==> config.mk <==
export PLATFORM = sky130hd
export DESIGN_NAME = refsw_ctrl
export DESIGN_NICKNAME = d
export VERILOG_FILES = /design/src/rtl/refsw_pkg.sv /design/src/rtl/refsw_loss_det.sv /design/src/rtl/refsw_req_qual.sv /design/src/rtl/refsw_sel_ctrl.sv /design/src/rtl/refsw_ctrl.sv
export SDC_FILE = /design/constraint.sdc
export NUM_CORES = 1
export LEC_CHECK = 0
export CAP_MARGIN = 20
export CELL_PAD_IN_SITES_DETAIL_PLACEMENT = 0
export CELL_PAD_IN_SITES_GLOBAL_PLACEMENT = 2
export CORE_UTILIZATION = 34
export DETAILED_ROUTE_END_ITERATION = 16
export HOLD_SLACK_MARGIN = 0.03
export PLACE_DENSITY_LB_ADDON = 0.1
export SYNTH_ARGS = -nofsm -noshare
export SYNTH_HDL_FRONTEND = slang
export SYNTH_SLANG_ARGS = --single-unit
==> constraint.sdc <==
create_clock -name clk_i -period 1.4 [get_ports clk_i]
set_input_delay 0.14 -clock clk_i [delete_from_list [all_inputs] [get_ports clk_i]]
set_output_delay 0.14 -clock clk_i [all_outputs]
set_load 0.02 [all_outputs]
==> src/rtl/refsw_pkg.sv <==
package refsw_pkg;
  typedef enum logic [1:0] {
    MODE_AUTO     = 2'd0,
    MODE_MANUAL   = 2'd1,
    MODE_AUTO_OVR = 2'd2,
    MODE_RSVD     = 2'd3
  } sw_mode_e;

  localparam int unsigned NUM_REFS = 2;
endpackage

==> src/rtl/refsw_loss_det.sv <==
module refsw_loss_det #(
  parameter int unsigned WIN_CYCLES   = 16,
  parameter int unsigned GOOD_WINDOWS = 4
) (
  input  logic clk_i,
  input  logic rst_ni,
  input  logic ref_i,
  output logic bad_o
);
  localparam int unsigned CW = $clog2(WIN_CYCLES);
  localparam int unsigned GW = $clog2(GOOD_WINDOWS + 1);

  logic [2:0]    sync_q;
  logic [CW-1:0] win_q;
  logic [GW-1:0] good_q;
  logic          seen_q, bad_q;
  logic          rise, win_end, hit;

  assign rise    = sync_q[1] & ~sync_q[2];
  assign win_end = (win_q == CW'(WIN_CYCLES - 1));
  assign hit     = seen_q | rise;

  always_ff @(posedge clk_i or negedge rst_ni) begin
    if (!rst_ni) begin
      sync_q <= '0;
      win_q  <= '0;
      good_q <= '0;
      seen_q <= 1'b0;
      bad_q  <= 1'b0;
    end else begin
      sync_q <= {sync_q[1:0], ref_i};
      win_q  <= win_end ? '0 : win_q + 1'b1;
      if (win_end) begin
        seen_q <= 1'b0;
        if (!hit) begin
          bad_q  <= 1'b1;
          good_q <= '0;
        end else if (bad_q) begin
          if (good_q == GW'(GOOD_WINDOWS - 1)) begin
            bad_q  <= 1'b0;
            good_q <= '0;
          end else begin
            good_q <= good_q + 1'b1;
          end
        end
      end else begin
        seen_q <= hit;
      end
    end
  end

  assign bad_o = bad_q;
endmodule

==> src/rtl/refsw_req_qual.sv <==
module refsw_req_qual #(
  parameter int unsigned MIN_HIGH = 3
) (
  input  logic clk_i,
  input  logic rst_ni,
  input  logic req_i,
  output logic pulse_o
);
  localparam int unsigned CW = $clog2(MIN_HIGH + 1);

  logic [CW-1:0] cnt_q;

  // fires once, on the edge that completes the minimum high run
  assign pulse_o = req_i && (cnt_q == CW'(MIN_HIGH - 1));

  always_ff @(posedge clk_i or negedge rst_ni) begin
    if (!rst_ni)                      cnt_q <= '0;
    else if (!req_i)                  cnt_q <= '0;
    else if (cnt_q != CW'(MIN_HIGH))  cnt_q <= cnt_q + 1'b1;
  end
endmodule

==> src/rtl/refsw_sel_ctrl.sv <==
module refsw_sel_ctrl
  import refsw_pkg::*;
#(
  parameter int unsigned DLY_W = 3
) (
  input  logic             clk_i,
  input  logic             rst_ni,
  input  logic [1:0]       mode_i,
  input  logic [DLY_W-1:0] dly_i,
  input  logic [1:0]       bad_i,
  input  logic             man_pulse_i,
  output logic             sel_o,
  output logic             active_o
);
  logic             sel_q, act_q, pend_q;
  logic [DLY_W-1:0] dcnt_q;
  logic             cur_bad, oth_bad, auto_en, man_en, trig;

  assign cur_bad = bad_i[sel_q];
  assign oth_bad = bad_i[~sel_q];
  assign auto_en = (mode_i != MODE_MANUAL);
  assign man_en  = (mode_i == MODE_MANUAL) || (mode_i == MODE_AUTO_OVR);
  assign trig    = !pend_q && !oth_bad &&
                   ((auto_en && cur_bad) || (man_en && man_pulse_i));

  always_ff @(posedge clk_i or negedge rst_ni) begin
    if (!rst_ni) begin
      sel_q  <= 1'b0;
      act_q  <= 1'b0;
      pend_q <= 1'b0;
      dcnt_q <= '0;
    end else begin
      act_q <= sel_q;
      if (pend_q) begin
        if (dcnt_q == DLY_W'(1)) begin
          pend_q <= 1'b0;
          if (!oth_bad) sel_q <= ~sel_q;  // target went bad meanwhile: drop
        end else begin
          dcnt_q <= dcnt_q - 1'b1;
        end
      end else if (trig) begin
        if (dly_i == '0) sel_q <= ~sel_q;
        else             pend_q <= 1'b1;
        dcnt_q <= dly_i;
      end
    end
  end

  assign sel_o    = sel_q;
  assign active_o = act_q;
endmodule

==> src/rtl/refsw_ctrl.sv <==
module refsw_ctrl
  import refsw_pkg::*;
#(
  parameter int unsigned WIN_CYCLES   = 16,
  parameter int unsigned GOOD_WINDOWS = 4,
  parameter int unsigned REQ_MIN      = 3,
  parameter int unsigned DLY_W        = 3
) (
  input  logic             clk_i,
  input  logic             rst_ni,
  input  logic             ref0_i,
  input  logic             ref1_i,
  input  logic [1:0]       mode_i,
  input  logic [DLY_W-1:0] sw_dly_i,
  input  logic             sw_req_i,
  output logic             bad0_o,
  output logic             bad1_o,
  output logic             active_o,
  output logic             mux_sel_o
);
  logic [NUM_REFS-1:0] refs, bad;
  logic                man_pulse;

  assign refs = {ref1_i, ref0_i};

  for (genvar g = 0; g < NUM_REFS; g++) begin : g_det
    refsw_loss_det #(
      .WIN_CYCLES  (WIN_CYCLES),
      .GOOD_WINDOWS(GOOD_WINDOWS)
    ) u_det (
      .clk_i (clk_i),
      .rst_ni(rst_ni),
      .ref_i (refs[g]),
      .bad_o (bad[g])
    );
  end

  refsw_req_qual #(.MIN_HIGH(REQ_MIN)) u_qual (
    .clk_i  (clk_i),
    .rst_ni (rst_ni),
    .req_i  (sw_req_i),
    .pulse_o(man_pulse)
  );

  refsw_sel_ctrl #(.DLY_W(DLY_W)) u_sel (
    .clk_i      (clk_i),
    .rst_ni     (rst_ni),
    .mode_i     (mode_i),
    .dly_i      (sw_dly_i),
    .bad_i      (bad),
    .man_pulse_i(man_pulse),
    .sel_o      (mux_sel_o),
    .active_o   (active_o)
  );

  assign bad0_o = bad[0];
  assign bad1_o = bad[1];
endmodule

==> summary.txt, run 1 <==
Worst path cell trace: clkdlybuf4s50_1 -> ha_1 -> inv_1 -> a31o_4 -> o221ai_4 -> mux2_4
Failing checks: negative setup slack
Fraction of layout cells with a size suffix above 1: 26.6%
Rows: 23
Fin worst setup slack: -0.0370 ns
# IOs: 14
Adder-cell share of the synthesized area: 7.73%
Post-route clock period utilization: 103%
Port Buffers: 13
First-pass iteration count of the detailed router: 4
Crit path max fanout: 3
Max-slew violations: 0
CP max stage delay: 0.40 ns
Die Span X: 67.5 µm
Synth top area share: 55.0%
#FFs+latches synth: 32
EDFF count, synth: 0
Leak pwr: 0.934 nW
Synth Flop Type: dfrtp_1
Syn nets: 142
Synthesized cell area: 1460 µm²
Max cap viols: 0
Worst-Skew Late Latency: 0.28 ns
Antenna violations before repair: 0
Largest family of logic cells by synthesized area: compound AO/OA/AOI/OAI gates
Initial DRC Count: 38
Mux cell area share after synthesis: 4.55%
DR WL/cell: 12.0 µm
Die area: 4550 µm²
Initial Util: 35.9%
Seq/Total Area, Yosys: 55.0%
Final hold vios: 0
Via-to-Cell Ratio: 4.79
Most frequent cells in the layout: dfrtp_1, buf_4, inv_1
R2r startpoint: u_qual.cnt_q[1]
Mapped Cells: 123
Total Wirelength: 2.50 mm
Vias in the first global route: 1052
Ant diodes: 0
Post-route DRC violation count: 0
Yosys cell types: 33
Synthesized area per cell: 11.8 µm²
RSZ-0062 raised after global routing: true
H-tree levels: 2
Worst path required time: 1.57 ns
Skew final: 0.00832 ns
Setup crit start kind: primary input
Slew at the pin closest to its max-slew limit: 0.361 ns
WP data arrival: 1.60 ns
Worst reg2reg path depth: 4
Fmax: 0.696 GHz
Top post-synthesis cells by area: dfrtp_1, ha_1, o21ai_0
Vias: 997
Root buffer cell: clkbuf_8
Status: finished with violations
GPL Wtd Cong: 0.707
Nets: 176
Largest net degree at the start of global routing: 33
Die Ht: 67.5 µm
Max_slew headroom: 76.0%
First-pass GRT wire length: 4.35 mm
Simple-gate portion of the synthesized area: 11.3%
Peak VDD IR: 0.547 mV
Area delta synth->final: 30.5%
Area leader, netlist: dfrtp_1
Power Dens Cells: 1350 nW/µm²
Clk pin slew, worst setup/hold paths: 0.07 ns
Ys Warns: 0
Total power: 2.57 mW
Remaining Overflow, GRT: 0
Hpwl dp: 1.81 mm
CP endpoint kind: register
XOR/XNOR Fraction of Synth Area: 2.41%
Worst r2r dst: u_sel.dcnt_q[2]
Setup CP Type: primary input to register
Compound-Gate Fraction of Synth Area: 14.9%
Post-synth ARST share: 100%
R2R Setup Slk: -0.02 ns
Hold WC Path Type: primary input to async pin
CP max stage cell: clkdlybuf4s50_1
Commonest non-fill, non-tap cell in the layout: dfrtp_1
Gr usage total: 13.6%
Final setup viols: 1
Clock Sinks: 32
Area of the core: 4060 µm²
CTS Buf Count: 5
Post-Route Utilization: 46.8%
Longest Clk Path Bufs: 2
Post-route ant nets: 0
TritonCTS clock tree: built
Pre-CTS WS: -0.409 ns
Period minus WS final: 1.44 ns
worst max path at each step:
stage               startpoint              end  slack (ns)  cells after the start
3_3_place_gp         mode_i[1]  u_sel.dcnt_q[2]       -0.40                      7
4_1_cts        u_qual.cnt_q[0]  u_sel.dcnt_q[2]       -0.05                      5
3_5_place_dp         mode_i[1]  u_sel.dcnt_q[1]       -0.41                      8
5_1_grt        u_qual.cnt_q[0]  u_sel.dcnt_q[2]       -0.07                      5
6_report             mode_i[0]  u_sel.dcnt_q[2]       -0.04                      6
2_1_floorplan  u_qual.cnt_q[0]  u_sel.dcnt_q[2]       -0.06                      5
registers in the layout, summed over array words and instances, names as in the netlist:
signal and count:
g_det.u_det.win_q 8, u_qual.cnt_q 2, u_sel.sel_o 1, u_sel.dcnt_q 3
g_det.u_det.sync_q 6, g_det.u_det.good_q 6, u_sel.active_o 1, g_det.u_det.seen_q 2
g_det.u_det.bad_o 2, u_sel.pend_q 1
cells in the mapped netlist (2+ instances only):
| library cell | count |
|---|---|
| a21oi_1 | 9 |
| a22o_1 | 3 |
| and2_1 | 2 |
| and3_1 | 2 |
| dfrtp_1 | 32 |
| ha_1 | 9 |
| inv_1 | 12 |
| mux2i_1 | 4 |
| nand2_1 | 6 |
| nand3_1 | 5 |
| nor2_1 | 6 |
| o21ai_0 | 10 |
| xnor2_1 | 2 |
| xor2_1 | 2 |
cell families after synthesis:
logic type               Yosys count
adder cells (fa/ha/maj)            9
multiplexers                       6
flip-flops                        32
AO/OA/AOI/OAI                     29
buffers and inverters             14
XOR/XNOR                           4
AND/OR/NAND/NOR                   29
metrics by stage:
step / setup TNS [ns] / instance area, µm² / cells / hold slack, ns
after floorplan: -0.0616 / 1460 / 123 / -0.156
after global placement: -1.73 / 1760 / 199 / 0.336
after detailed placement: -1.83 / 1760 / 199 / 0.336
after CTS: -0.129 / 1890 / 208 / 0.222
after global routing: -0.169 / 1900 / 208 / 0.233
final: -0.0370 / 1900 / 208 / 0.216
what timing repair did:
action / CTS / global route
buffers inserted: 1 / 0
setup endpoints to repair: 9 / 7
resized for setup: 8 / 4
cloned: 0 / 0
hold buffers: 0 / 0
hold endpoints to repair: 0 / 0
pin swaps: 4 / 2
cell type report:
type	instances	area, µm²
inverter	12	45.0
tap	50	62.6
multi-input combinational	77	628
sequential	32	803
clock buffer	8	100
fill	381	2160
timing repair buffer	29	262
metal layers:
layer | global-route usage (%) | vias up | part of all wire, %
li1 | - | 495 | -
met2 | 22.0 | 18 | 46
met1 | 15.1 | 475 | 46
met3 | 4.56 | 9 | 3.8
met4 | 9.04 | 0 | 3.6
met5 | 0 | - | 0
critical path: cells and delay by family:
family,cells,cell delay (ns)
buffers and inverters,2,0.44
AO/OA/AOI/OAI,2,0.44
multiplexers,1,0.31
adder cells (fa/ha/maj),1,0.27
report_power, final:
group	switching, mW	internal (mW)	total [mW]
clock network	0.328	0.448	0.777
registers	0.0931	1.02	1.11
logic	0.285	0.393	0.679
(Power assumes the default switching activity.)
==> run 2: changes to the inputs <==
--- a/config.mk
+++ b/config.mk
@@ -8,7 +8,8 @@
 export CAP_MARGIN = 20
 export CELL_PAD_IN_SITES_DETAIL_PLACEMENT = 0
 export CELL_PAD_IN_SITES_GLOBAL_PLACEMENT = 2
-export CORE_UTILIZATION = 34
+export CORE_UTILIZATION = 40
+export CTS_BUF_LIST = sky130_fd_sc_hd__clkbuf_16
 export DETAILED_ROUTE_END_ITERATION = 16
 export HOLD_SLACK_MARGIN = 0.03
 export PLACE_DENSITY_LB_ADDON = 0.1
==> constraint.sdc (replaced) <==
create_clock -name clk_i -period 1.8 [get_ports clk_i]
set_input_delay 0.18 -clock clk_i [delete_from_list [all_inputs] [get_ports clk_i]]
set_output_delay 0.18 -clock clk_i [all_outputs]
set_load 0.02 [all_outputs]
==> summary.txt, run 2 (synthesis results as in run 1) <==
Fmax: 0.623 GHz
Die Span X: 62.3 µm (-7.6%)
Worst r2r dst: u_sel.dcnt_q[2]
Longest Clk Path Bufs: 2 (unchanged)
First-pass GRT wire length: 4.22 mm (-3.2%)
Commonest non-fill, non-tap cell in the layout: dfrtp_1
Post-route DRC violation count: 0 (unchanged)
Initial DRC Count: 36 (-5.3%)
Post-route clock period utilization: 89.2%
Fraction of layout cells with a size suffix above 1: 14.6% (-12 points)
Hpwl dp: 1.63 mm (-10%)
Layout fillers: 309 (-19%)
CTS Buf Count: 5 (unchanged)
Largest net degree at the start of global routing: 33 (unchanged)
Worst reg2reg path depth: 5 (+1)
Peak VDD IR: 0.531 mV (-2.8%)
Max-slew violations: 0 (unchanged)
R2r startpoint: u_qual.cnt_q[0]
# hold bufs at CTS: 0 (unchanged)
Hold Slack: 0.312 ns (+0.0955 ns)
Power Dens Cells: 1160 nW/µm² (-14%)
Final setup viols: 0 (-1)
Setup CP Type: primary input to register
TNS Setup: 0 ns (+0.0370 ns)
Part of the power in registers: 42.2% (-1.2 points)
Skew final: 0.00589 ns (-0.00243 ns)
Worst-Skew Late Latency: 0.28 ns (about the same)
Leak pwr: 0.852 nW (-8.7%)
Clock Sinks: 32 (unchanged)
Slew at the pin closest to its max-slew limit: 0.407 ns (+0.0468 ns)
Area of the core: 3420 µm² (-16%)
Antenna violations before repair: 0 (unchanged)
GPL Wtd Cong: 0.726 (+2.7%)
Area delta synth->final: 22.8%
Ant diodes: 0 (unchanged)
Total Wirelength: 2.29 mm (-8.3%)
Port Buffers: 13 (unchanged)
Via-to-Cell Ratio: 4.82 (+0.58%)
Clock Power Share: 38.4% (+8.2 points)
Max_slew headroom: 72.8% (-3.1 points)
Placed cell areas: 1640 µm² (-6.8%)
Rows: 21 (-8.7%)
H-tree levels: 2 (unchanged)
Max cap viols: 0 (unchanged)
Pre-CTS WS: -0.0926 ns (+0.316 ns)
Period minus WS final: 1.60 ns
WP data arrival: 1.77 ns (+0.17 ns)
Initial Util: 42.6% (+6.7 points)
Top Registers: g_det.u_det.win_q x8, g_det.u_det.good_q x6, g_det.u_det.sync_q x6
Post-route ant nets: 0 (unchanged)
Hold WC Path Type: primary input to async pin
Remaining Overflow, GRT: 0 (unchanged)
Final hold vios: 0 (unchanged)
Nets: 162 (-8.0%)
Critical path startpoint: mode_i[1]
Combinational share of power: 19.4% (-7.0 points)
Worst path required time: 1.96 ns (+0.39 ns)
TritonCTS clock tree: built
Fin worst setup slack: 0.195 ns (+0.232 ns)
Die area: 3890 µm² (-15%)
Most frequent cells in the layout: dfrtp_1, clkdlybuf4s50_1, inv_1
CP endpoint: u_sel.dcnt_q[2]
Status: finished clean
CP endpoint kind: register
Setup bufs post-CTS: 0 (-1)
Vias in the first global route: 922 (-12%)
Int Pwr: 1.53 mW (-18%)
R2R Setup Slk: 0.29 ns (+0.31 ns)
Setup crit start kind: primary input
Crit path max fanout: 3 (unchanged)
Clk pin slew, worst setup/hold paths: 0.05 ns (-0.02 ns)
First-pass iteration count of the detailed router: 4 (unchanged)
Vias: 916 (-8.1%)
RSZ-0062 raised after global routing: false
Die Ht: 62.3 µm (-7.6%)
# IOs: 14 (unchanged)
Net Sw Frac: 26.7% (-0.82 points)
DR WL/cell: 12.0 µm (+0.35%)
Final instance area: 1790 µm² (-5.9%)
Root buffer cell: clkbuf_16
Sw power: 0.555 mW (-21%)
Gr usage total: 14.5% (+0.93 points)
Largest register FFs: 8 (unchanged)
Cts repair resizes: 0 (-8)
Total power: 2.08 mW (-19%)
Largest Register: g_det.u_det.win_q
==> run 2: worst min path at each step <==
| stage | end | slack, ns | cells past startpoint |
|---|---|---|---|
| 6_report | u_sel.dcnt_q[2] | 0.31 | 2 |
| 5_1_grt | u_sel.dcnt_q[2] | 0.36 | 2 |
| 4_1_cts | u_sel.dcnt_q[2] | 0.32 | 2 |
| 3_5_place_dp | g_det[1].u_det.sync_q[1] | 0.34 | 0 |
| 3_3_place_gp | g_det[0].u_det.sync_q[1] | 0.33 | 0 |
| 2_1_floorplan | g_det[0].u_det.bad_o | -0.12 | 0 |
==> run 2: power groups by stage <==
| stage | clock network (mW) | registers, mW | logic (mW) |
|---|---|---|---|
| after floorplan | 0 | 0.859 | 0.329 |
| after global placement | 0 | 0.889 | 0.404 |
| after detailed placement | 0 | 0.891 | 0.408 |
| after CTS | 0.830 | 0.879 | 0.411 |
| after global routing | 0.867 | 0.894 | 0.458 |
| final | 0.799 | 0.878 | 0.403 |
==> run 2: per-stage QoR <==
step           utilization [%]  std cells
6_report                  52.3        190
5_1_grt                   52.3        190
4_1_cts                   52.3        190
3_5_place_dp              48.1        182
3_3_place_gp              48.1        182
2_1_floorplan                -        123
==> run 2: area by class of cell <==
| type | count | area, µm² | share of cell area [%] |
|---|---|---|---|
| timing repair buffer | 15 | 145 | 8.12 |
| clock inverter | 3 | 18.8 | 1.05 |
| tap | 46 | 57.6 | 3.22 |
| clock buffer | 5 | 125 | 7.00 |
| inverter | 12 | 45.0 | 2.52 |
| multi-input combinational | 77 | 596 | 33.3 |
| sequential | 32 | 801 | 44.8 |
==> run 2: metal layers <==
layer | track usage [%] | vias to the layer above | share of wire, %
met3 | 5.15 | 5 | 3.9
met5 | 0 | - | 0
met4 | 7.85 | 0 | 2.0
li1 | - | 463 | -
met2 | 21.6 | 13 | 46
met1 | 18.5 | 435 | 48
==> run 2: critical path, stage by stage <==
cell and delay [ns]:
clkdlybuf4s50_1 0.45, inv_1 0.04, ha_1 0.26, inv_1 0.03, a31o_1 0.26, o221ai_4 0.23
mux2_4 0.32
==> run 3: changes to the inputs <==
--- a/config.mk
+++ b/config.mk
@@ -8,6 +8,7 @@
 export CAP_MARGIN = 20
 export CELL_PAD_IN_SITES_DETAIL_PLACEMENT = 0
 export CELL_PAD_IN_SITES_GLOBAL_PLACEMENT = 2
+export CORE_MARGIN = 5
 export CORE_UTILIZATION = 40
 export CTS_BUF_LIST = sky130_fd_sc_hd__clkbuf_16
 export DETAILED_ROUTE_END_ITERATION = 16
@@ -15,4 +16,5 @@
 export PLACE_DENSITY_LB_ADDON = 0.1
 export SYNTH_ARGS = -nofsm -noshare
 export SYNTH_HDL_FRONTEND = slang
+export SYNTH_HIERARCHICAL = 1
 export SYNTH_SLANG_ARGS = --single-unit
==> constraint.sdc (replaced) <==
create_clock -name clk_i -period 1.85 [get_ports clk_i]
set_input_delay 0.185 -clock clk_i [delete_from_list [all_inputs] [get_ports clk_i]]
set_output_delay 0.185 -clock clk_i [all_outputs]
set_load 0.02 [all_outputs]
==> summary.txt, run 3 <==
Power Dens Cells: 1130 nW/µm² (-2.5%)
Hpwl dp: 1.93 mm (+18%)
Syn nets: 156 (+9.9%)
Ys Warns: 6 (+6)
WP data arrival: 1.90 ns (+0.13 ns)
Die Span X: 72.3 µm (+16%)
Root buffer cell: clkbuf_16
Largest register FFs: 8 (unchanged)
Combinational share of power: 20.8% (+1.4 points)
Worst reg2reg path depth: 7 (+2)
Sw power: 0.574 mW (+3.3%)
Setup crit start kind: register
Max cap viols: 0 (unchanged)
Post-synth top cells: dfrtp_1, nand2_1, ha_1, inv_1, o21ai_0
GPL Wtd Cong: 0.741 (+2.1%)
Final hold vios: 0 (unchanged)
Via-to-Cell Ratio: 5.19 (+7.7%)
Nets: 179 (+10%)
Rows: 22 (+4.8%)
Mapped Cells: 137 (+11%)
First-pass GRT wire length: 4.75 mm (+13%)
Largest Register: g_det.u_det/win_q
Commonest non-fill, non-tap cell in the layout: dfrtp_1
TNS Setup: 0 ns (unchanged)
Die area: 5230 µm² (+35%)
Net Sw Frac: 26.2% (-0.51 points)
#FFs+latches synth: 32 (unchanged)
Final instance area: 1930 µm² (+8.0%)
Gr usage total: 11.9% (-2.7 points)
Area delta synth->final: 24.3%
Total power: 2.19 mW (+5.3%)
Hold Slack: 0.313 ns (+0.00137 ns)
Vias: 1085 (+18%)
CTS Buf Count: 5 (unchanged)
Die Ht: 72.3 µm (+16%)
Fraction of layout cells with a size suffix above 1: 16.1% (+1.6 points)
Area of the core: 3720 µm² (+8.8%)
Initial DRC Count: 55 (+53%)
Synth Flop Type: dfrtp_1
Post-route ant nets: 0 (unchanged)
Synthesized cell area: 1550 µm² (+6.7%)
Antenna violations before repair: 0 (unchanged)
Clk pin slew, worst setup/hold paths: 0.05 ns (about the same)
Vias in the first global route: 1088 (+18%)
Post-synth ARST share: 100% (unchanged)
Post-route DRC violation count: 0 (unchanged)
Area leader, netlist: dfrtp_1
# hold bufs at CTS: 0 (unchanged)
EDFF count, synth: 0 (unchanged)
First-pass iteration count of the detailed router: 5 (+1)
Yosys cell types: 43 (+30%)
Worst path required time: 2.06 ns (+0.10 ns)
Clock Power Share: 40.9% (+2.5 points)
Clock Sinks: 32 (unchanged)
Worst-Skew Late Latency: 0.27 ns (about the same)
H-tree levels: 2 (unchanged)
Placed cell areas: 1770 µm² (+7.5%)
RSZ-0062 raised after global routing: false
Largest net degree at the start of global routing: 33 (unchanged)
Port Buffers: 13 (unchanged)
Final setup viols: 0 (unchanged)
Total Wirelength: 2.68 mm (+17%)
DR WL/cell: 12.8 µm (+6.3%)
Crit path max fanout: 4 (+1)
Remaining Overflow, GRT: 0 (unchanged)
Status: finished clean
Leak pwr: 0.861 nW (+0.98%)
Pre-CTS WS: -0.0610 ns (+0.0317 ns)
Peak VDD IR: 0.633 mV (+19%)
Seq/Total Area, Yosys: 51.5% (-3.5 points)
Initial Util: 41.8% (-0.82 points)
CP endpoint kind: register
Part of the power in registers: 38.3% (-3.9 points)
Top Registers: g_det.u_det/win_q x8, g_det.u_det/good_q x6, g_det.u_det/sync_q x6
Most frequent cells in the layout: dfrtp_1, clkdlybuf4s50_1, nand2_1
Synthesized area per cell: 11.3 µm² (-4.2%)
Period minus WS final: 1.69 ns
Max-slew violations: 0 (unchanged)
Most common cell in the netlist: dfrtp_1
Synth top area share: 51.5% (-3.5 points)
Setup CP Type: register to register
Top post-synthesis cells by area: dfrtp_1, ha_1, o21ai_0
Longest Clk Path Bufs: 2 (unchanged)
Fmax: 0.593 GHz
Hold WC Path Type: primary input to async pin
Slew at the pin closest to its max-slew limit: 0.582 ns (+0.175 ns)
Non-Filler Instances: 209 (+10%)
Ant diodes: 0 (unchanged)
Post-Route Utilization: 52.0% (-0.36 points)
Post-route clock period utilization: 91.1%
Max_slew headroom: 60.7% (-12 points)
Fin worst setup slack: 0.165 ns (-0.0304 ns)
Int Pwr: 1.62 mW (+6.0%)
# IOs: 14 (unchanged)
Placed cells: 201 (+10%)
Skew final: 0.00260 ns (-0.00329 ns)
TritonCTS clock tree: built
-- run 3: changes by cell type after synthesis, moves of 3 or more --
cell	change
inv_1	-3
mux2i_1	-3
a21oi_1	-4
nand2_1	+5
o21ai_2	+3
-- run 3: layout make-up --
| class | instances | area, µm² |
|---|---|---|
| fillers | 342 | 1780 |
| well taps | 48 | 60.1 |
| clock buffers | 5 | 125 |
| flip-flops and latches | 32 | 801 |
| clock inverters | 3 | 37.5 |
| multi-input cells | 95 | 714 |
| inverters | 9 | 33.8 |
| repair buffers | 17 | 160 |
-- run 3: kinds of logic after synthesis --
kind of cell | after synthesis | share of synthesized area [%]
AO/OA/AOI/OAI | 34 | 16.4
multiplexers | 3 | 2.58
adder cells (fa/ha/maj) | 9 | 7.25
AND/OR/NAND/NOR | 46 | 17.9
XOR/XNOR | 3 | 1.69
flip-flops | 32 | 51.5
buffers and inverters | 10 | 2.66
-- run 3: final timing paths --
| kind | start | endpoint | slack (ns) |
|---|---|---|---|
| min reg2reg | g_det[0].u_det/sync_q[0] | g_det[0].u_det/sync_q[1] | 0.35 |
| min in group clk_i | g_det[0].u_det/sync_q[0] | g_det[0].u_det/sync_q[1] | 0.35 |
| max reg2reg | u_qual/cnt_q[0] | u_sel/sel_o | 0.16 |
| max | u_qual/cnt_q[0] | u_sel/sel_o | 0.16 |
| min | rst_ni | u_sel/active_o | 0.31 |
| max in group asynchronous | rst_ni | g_det[0].u_det/win_q[1] | 1.25 |
-- run 3: metal layers --
| layer | vias to the layer above | routed length, µm | part of all wire [%] | GRT usage (%) |
|---|---|---|---|---|
| met5 | - | 0 | 0 | 0 |
| met4 | 0 | 52 | 1.9 | 6.47 |
| met3 | 5 | 178 | 6.7 | 4.57 |
| met2 | 21 | 1270 | 47 | 18.1 |
| met1 | 519 | 1180 | 44 | 14.3 |
| li1 | 540 | - | - | - |
-- run 3: timing repair --
| action | CTS | global route |
|---|---|---|
| setup buffers | 0 | 0 |
| gates resized for setup | 0 | 1 |
| setup endpoints to repair | 0 | 2 |
-- run 3: worst max-delay path, stage by stage, from the launching register on --
cell and delay [ns]:
dfrtp_1 0.38, inv_1 0.05, ha_1 0.19, and2_1 0.15, nor2b_2 0.17, or4b_1 0.46
o21ai_0 0.09, a221o_1 0.13
-- run 3: power groups by stage --
stage	Sequential, mW	Combinational (mW)	Clock, mW
after floorplan	0.848	0.320	0
after global placement	0.847	0.446	0
after detailed placement	0.851	0.457	0
after CTS	0.840	0.460	0.914
after global routing	0.849	0.516	0.942
final	0.840	0.455	0.896
